--- src/rtl/bp_pkg.sv ---
package bp_pkg;

    typedef enum logic [1:0] {
        CNT_STRONG_NT = 2'b00,
        CNT_WEAK_NT   = 2'b01,
        CNT_WEAK_T    = 2'b10,
        CNT_STRONG_T  = 2'b11
    } cnt_state_e;

    localparam cnt_state_e CNT_RESET = CNT_WEAK_NT;

    function automatic cnt_state_e cnt_step(cnt_state_e cur, logic taken);
        cnt_state_e nxt;
        nxt = cur;
        case (cur)
            CNT_STRONG_NT: nxt = taken ? CNT_WEAK_NT  : CNT_STRONG_NT;
            CNT_WEAK_NT:   nxt = taken ? CNT_WEAK_T   : CNT_STRONG_NT;
            CNT_WEAK_T:    nxt = taken ? CNT_STRONG_T : CNT_WEAK_NT;
            CNT_STRONG_T:  nxt = taken ? CNT_STRONG_T : CNT_WEAK_T;
            default:       nxt = CNT_RESET;
        endcase
        return nxt;
    endfunction

    function automatic logic cnt_says_taken(cnt_state_e s);
        return s[1];
    endfunction

endpackage

--- src/rtl/bp_counter_table.sv ---
module bp_counter_table
    import bp_pkg::*;
#(
    parameter int ENTRIES = 64,
    localparam int IDX_W  = $clog2(ENTRIES)
) (
    input  logic             clk,
    input  logic             rst,
    input  logic [IDX_W-1:0] rd_idx,
    output cnt_state_e       rd_state,
    input  logic             wr_en,
    input  logic [IDX_W-1:0] wr_idx,
    input  logic             wr_taken
);

    cnt_state_e state_arr [ENTRIES];

    generate
        for (genvar i = 0; i < ENTRIES; i++) begin : g_cnt
            cnt_state_e q;
            always_ff @(posedge clk) begin
                if (rst) begin
                    q <= CNT_RESET;
                end else if (wr_en && (wr_idx == IDX_W'(i))) begin
                    q <= cnt_step(q, wr_taken);
                end
            end
            assign state_arr[i] = q;
        end
    endgenerate

    assign rd_state = state_arr[rd_idx];

endmodule

--- src/rtl/bp_target_buffer.sv ---
module bp_target_buffer #(
    parameter int PC_W    = 32,
    parameter int ENTRIES = 16,
    parameter int TAG_W   = 26,
    localparam int IDX_W  = $clog2(ENTRIES)
) (
    input  logic             clk,
    input  logic             rst,
    input  logic [IDX_W-1:0] rd_idx,
    input  logic [TAG_W-1:0] rd_tag,
    output logic             rd_hit,
    output logic [PC_W-1:0]  rd_target,
    input  logic             wr_en,
    input  logic [IDX_W-1:0] wr_idx,
    input  logic [TAG_W-1:0] wr_tag,
    input  logic [PC_W-1:0]  wr_target
);

    typedef struct packed {
        logic             valid;
        logic [TAG_W-1:0] tag;
        logic [PC_W-1:0]  target;
    } entry_t;

    entry_t entry_arr [ENTRIES];
    entry_t sel;

    generate
        for (genvar i = 0; i < ENTRIES; i++) begin : g_ent
            entry_t q;
            always_ff @(posedge clk) begin
                if (rst) begin
                    q <= '0;
                end else if (wr_en && (wr_idx == IDX_W'(i))) begin
                    q.valid  <= 1'b1;
                    q.tag    <= wr_tag;
                    q.target <= wr_target;
                end
            end
            assign entry_arr[i] = q;
        end
    endgenerate

    always_comb begin
        sel       = entry_arr[rd_idx];
        rd_hit    = sel.valid && (sel.tag == rd_tag);
        rd_target = sel.target;
    end

endmodule

--- src/rtl/branch_predictor.sv ---
module branch_predictor
    import bp_pkg::*;
#(
    parameter int PC_W        = 32,
    parameter int CNT_ENTRIES = 64,
    parameter int BTB_ENTRIES = 16,
    parameter int INSTR_BYTES = 4
) (
    input  logic            clk,
    input  logic            rst,
    input  logic [PC_W-1:0] lu_pc,
    output logic            lu_taken,
    output logic [PC_W-1:0] lu_next_pc,
    input  logic            up_valid,
    input  logic [PC_W-1:0] up_pc,
    input  logic            up_taken,
    input  logic [PC_W-1:0] up_target
);

    localparam int OFF_W  = $clog2(INSTR_BYTES);
    localparam int CIDX_W = $clog2(CNT_ENTRIES);
    localparam int BIDX_W = $clog2(BTB_ENTRIES);
    localparam int TAG_W  = PC_W - OFF_W - BIDX_W;

    logic [CIDX_W-1:0] lu_cidx, up_cidx;
    logic [BIDX_W-1:0] lu_bidx, up_bidx;
    logic [TAG_W-1:0]  lu_tag, up_tag;
    cnt_state_e        lu_state;
    logic              btb_hit;
    logic [PC_W-1:0]   btb_target;
    logic [PC_W-1:0]   seq_pc;
    logic              unused_up_low;

    assign lu_cidx = lu_pc[OFF_W +: CIDX_W];
    assign up_cidx = up_pc[OFF_W +: CIDX_W];
    assign lu_bidx = lu_pc[OFF_W +: BIDX_W];
    assign up_bidx = up_pc[OFF_W +: BIDX_W];
    assign lu_tag  = lu_pc[PC_W-1 -: TAG_W];
    assign up_tag  = up_pc[PC_W-1 -: TAG_W];
    assign unused_up_low = ^up_pc[OFF_W-1:0];

    bp_counter_table #(
        .ENTRIES (CNT_ENTRIES)
    ) u_cnt (
        .clk      (clk),
        .rst      (rst),
        .rd_idx   (lu_cidx),
        .rd_state (lu_state),
        .wr_en    (up_valid),
        .wr_idx   (up_cidx),
        .wr_taken (up_taken)
    );

    bp_target_buffer #(
        .PC_W    (PC_W),
        .ENTRIES (BTB_ENTRIES),
        .TAG_W   (TAG_W)
    ) u_btb (
        .clk       (clk),
        .rst       (rst),
        .rd_idx    (lu_bidx),
        .rd_tag    (lu_tag),
        .rd_hit    (btb_hit),
        .rd_target (btb_target),
        .wr_en     (up_valid && up_taken),
        .wr_idx    (up_bidx),
        .wr_tag    (up_tag),
        .wr_target (up_target)
    );

    always_comb begin
        seq_pc     = lu_pc + PC_W'(INSTR_BYTES);
        lu_taken   = btb_hit && cnt_says_taken(lu_state);
        lu_next_pc = lu_taken ? btb_target : seq_pc;
    end

endmodule

--- config.mk ---
export PLATFORM = sky130hd
export DESIGN_NAME = branch_predictor
export DESIGN_NICKNAME = d
export VERILOG_FILES = /design/src/rtl/bp_pkg.sv /design/src/rtl/bp_counter_table.sv /design/src/rtl/bp_target_buffer.sv /design/src/rtl/branch_predictor.sv
export SDC_FILE = /design/constraint.sdc
export NUM_CORES = 2
export LEC_CHECK = 0
export ABC_AREA = 1
export BUFFER_PORTS_ARGS = -buffer_cell sky130_fd_sc_hd__buf_2
export CAP_MARGIN = 20
export CORE_MARGIN = 2
export CORE_UTILIZATION = 35
export DETAILED_ROUTE_END_ITERATION = 8
export PLACE_DENSITY = 0.63
export SETUP_SLACK_MARGIN = 0.02
export SLEW_MARGIN = 10
export SYNTH_ARGS = -nofsm -noshare
export SYNTH_HDL_FRONTEND = slang
export SYNTH_SLANG_ARGS = --single-unit
--- constraint.sdc ---
create_clock -name clk -period 4.2 [get_ports clk]
set_input_delay 1.26 -clock clk [delete_from_list [all_inputs] [get_ports clk]]
set_output_delay 1.26 -clock clk [all_outputs]
set_load 0.02 [all_outputs]
==> impl_metrics.csv <==
group,metric,value,unit
status,outcome,"finished, violations left",
status,violations,"setup timing",
placement,postPlaceCellArea,53820,um^2
synthesis,yosysSeqAreaShare,0.4286,
grt,grt_remaining_overflow,0,
power,power_frac_comb,0.113,
synthesis,area_share_of_xor_xnor_cells_in_the_synthesized_design,0.004198,
placement,gp_congestion,0.9499,
power,power.share.switching,0.2692,
cts,insertion_delay,0.75,ns
cts,worst_setup_hold_path_clk_slew,0.05,ns
synthesis,synth_cells,7304,
power,fin_total_pwr,22.82,mW
synthesis,synthFlopType,"dfxtp_1",
setup_path,critPathMaxFanout,12,
cts,clk_path_buf_depth,3,
timing,tightest_slew,0.9177,ns
setup_path,reg2reg_depth,3,
setup_path,cp_data_arrival_time,3.66,ns
setup_path,crit_top_cell,"nand2_2",
floorplanning,horizontal_die_dimension,382.2,um
grt,grt_max_degree,149,
synthesis,async_flop_share,0,
setup_path,cpPeakStageDelay,0.17,ns
min_path,min_path_type,"reg -> reg",
floorplanning,start_util,0.3532,
cts,cts_max_level,3,
floorplanning,core,141800,um^2
synthesis,synth-simple-area-share,0.1794,
power,power_leakage,22.40,nW
power,cell_area_power_density,383.2,nW/um^2
synthesis,main_combinational_cell_family_by_area_after_synthesis,"compound AO/OA/AOI/OAI gates",
routing,drt_iter0_markers,6440,
timing,relative_slew_margins,0.3882,
cts,cts-hold-fix-buffers,0,
power,clkPwrFrac,0.435,
synthesis,yosys.area_share.adder,0.0008496,
setup_path,worst_path_max_delay_cell,"buf_12",
setup_path,data_required_time_at_the_worst_endpoint,2.94,ns
layout,nNetsFinal,7377,
setup_path,critPathLaunchType,"primary input",
synthesis,synth-edff-count,0,
synthesis,syn-num-nets,7405,
timing,finalHoldViolCount,0,
run,timing.max_cap.violations,0,
cts,cts-buffers-inserted,111,
layout,drive_gt1_frac,0.1251,
synthesis,yosys_warnings,0,
grt,via_count_of_the_first_global_routing_pass,46210,
synthesis,ys_seq_elements,1072,
timing,maxSlewViolCount,0,
synthesis,yosysTopAreaCellShare,0.4286,
floorplanning,die-area,146100,um^2
grt,groute.usage.overall,0.2492,
synthesis,netlist_top_cells_area,"dfxtp_1 (43%), a21oi_1 (13%), o21ai_0 (10%)",
cts,clock-sinks,1072,
timing,setup_violations,33,
setup_path,cp_cell_sequence,"buf_16, clkinv_16, buf_12, buf_12, buf_8, nand2_1, nand3_1, nand3_1, nand3_2, nand2_2, nand2_2, nand2_2, nand2_2, nor2_2, nand2_2, nor2_4, buf_8, buf_12, nand3_1, nand2_2, buf_4",
power,irDropWorstVdd,0.3822,mV
cts,clk_root_buffer_cell,"clkbuf_16",
timing,skew,0.008835,ns
min_path,min-delay-start,"u_btb.entry_arr[769]$_SDFFE_PP0P_",
synthesis,synth_cell_types,40,
setup_path,r2r-start,"u_cnt.g_cnt[17].q[1]$_SDFFE_PP0P_",
floorplanning,core.rowCount,138,
routing,route.detailed.wl_per_inst,20.51,um
power,switchingPower,6.143,mW
placement,placed_cells,8988,
grt,antenna_found_initial,25,
setup_path,critPathKind,"in -> out",
timing,grt_setup_unrepaired,"true",
synthesis,synth.cell_area,50070,um^2
floorplanning,floorplan.die.height,382.2,um
routing,route.final.wire_length,190000,um
power,share_seq_of_total_power,0.452,
min_path,hold_path_depth,2,
timing,final_cycle_utilization_of_the_critical_path,1.172,
placement,port_buffers,130,
timing,final.setup.worst_slack,-0.7212,ns
synthesis,synth_largest_area_cell,"dfxtp_1",
setup_path,crit_start,"lu_pc[2]",
layout,layout.cell_area.non_filler,59540,um^2
cts,cts_tree,"built",
routing,avgViaCountPerCell,5.513,
timing,maxClockFrequency,203.2,MHz
layout,fin_util,0.4200,
layout,synthToLayoutAreaGrowth,18.92,%
timing,fin_hold_ws,0.4491,ns
synthesis,syn_area_per_cell,6.855,um^2
power,internal_power,16.68,mW
placement,hpwl,108600,um
grt,grt_pass1_wl,285100,um
timing,finalWorstPathRequiredPeriod,4.921,ns
routing,drt.antenna.violating_nets,0,
layout,final_cells,9264,
setup_path,setup.worst_path.end_class,"output port",
routing,drcViolationCount,0,
routing,num_vias,51070,
floorplanning,floorplan.io_pins,133,
synthesis,synth-compound-area-share,0.2683,
synthesis,synth_mux_area_frac,0,
routing,drt_pre_antenna_iters,6,
-- final cells by class --
cell class                 count  area (um^2)
fill                       14410        82210
multi-input combinational   4722        23610
sequential                  1072        21460
timing repair buffer         499         5159
inverter                     869         3329
clock buffer                 175         3299
tap                         1890         2365
clock inverter                31        301.5
antenna                        5        12.51
timing repair inverter         1        8.758
-- cell usage in the layout, fill, tap and decap left out, types with 34 or more instances in the layout --
cell,n
a21oi_1,1328
buf_12,63
buf_2,92
buf_4,264
buf_6,41
clkbuf_1,37
clkbuf_16,114
dfxtp_1,1072
inv_1,827
nand2_1,1027
nand2_2,90
nand2_4,34
nand3_1,651
nand3_2,39
nor2_1,226
o211ai_1,109
o21ai_0,1011
-- through the flow --
stage / setup slack (ns) / TNS [ns]
after global placement: -1.011 / -29.82
after global routing: -0.8222 / -25.54
after detailed placement: -0.9620 / -29.13
after CTS: -0.6407 / -19.78
final: -0.7212 / -21.55
after floorplan: -0.04530 / -0.4588
-- flip-flops by register name, indices dropped and copies added (netlist names) --
signal,cells
u_cnt.g_cnt.q,128
u_btb.entry_arr,944
-- power groups by stage --
stage	sequential (mW)	combinational, mW	clock, mW
final	10.3	2.58	9.92
after global routing	10.3	2.77	10.4
after CTS	10.3	2.49	10.0
after detailed placement	10.5	2.28	0
after global placement	10.5	2.27	0
after floorplan	10.5	1.36	0
-- kinds of logic (layout without fill, tap and decap cells) --
kind of cell	Yosys count	count (layout)
adder cells (fa/ha/maj)	4	4
XOR/XNOR	24	24
buffers and inverters	1510	1575
flip-flops	1072	1072
AO/OA/AOI/OAI	2563	2563
other	0	5
AND/OR/NAND/NOR	2131	2131
-- synthesized netlist by cell type (5+ instances only) --
library cell	instances
o21ai_0	1016
a311o_1	22
o211ai_1	109
a21oi_1	1330
o22ai_1	9
buf_1	28
o311ai_0	14
buf_2	80
nand2_1	1150
clkbuf_1	499
nand3_1	693
nor2_1	249
a311oi_1	10
xor2_1	24
buf_4	23
nand4_1	5
o21ai_1	19
nor3_1	9
buf_6	11
inv_1	850
inv_2	16
dfxtp_1	1072
a221oi_1	28
nand3b_1	12
-- worst paths after layout --
path,slack (ns),to
worst max-delay path,-0.72,lu_next_pc[9]
worst min register to register,0.45,u_btb.entry_arr[769]$_SDFFE_PP0P_
worst min-delay path,0.45,u_btb.entry_arr[769]$_SDFFE_PP0P_
worst max register to register,3.15,u_cnt.g_cnt[17].q[0]$_SDFFE_PP1P_
-- critical path: cells and delay by family --
kind / cells / cell delay [ns]
simple gates: 13 / 1.23
buf+inv: 8 / 1.13
-- per-layer routing --
metal  wire length [um]  global-route usage
met5                 86                   0
met4               8580              0.1097
met3              18700             0.05116
met2              83790              0.3887
met1              78860              0.3317
-- what timing repair did --
action                                  CTS  global route
gates resized for setup                 267            64
endpoints found under the setup margin   33            33
pin swaps                                30            27
cloned                                   24             1
buffers inserted                         35            11
Note: power is estimated with default switching activity, not from simulation.
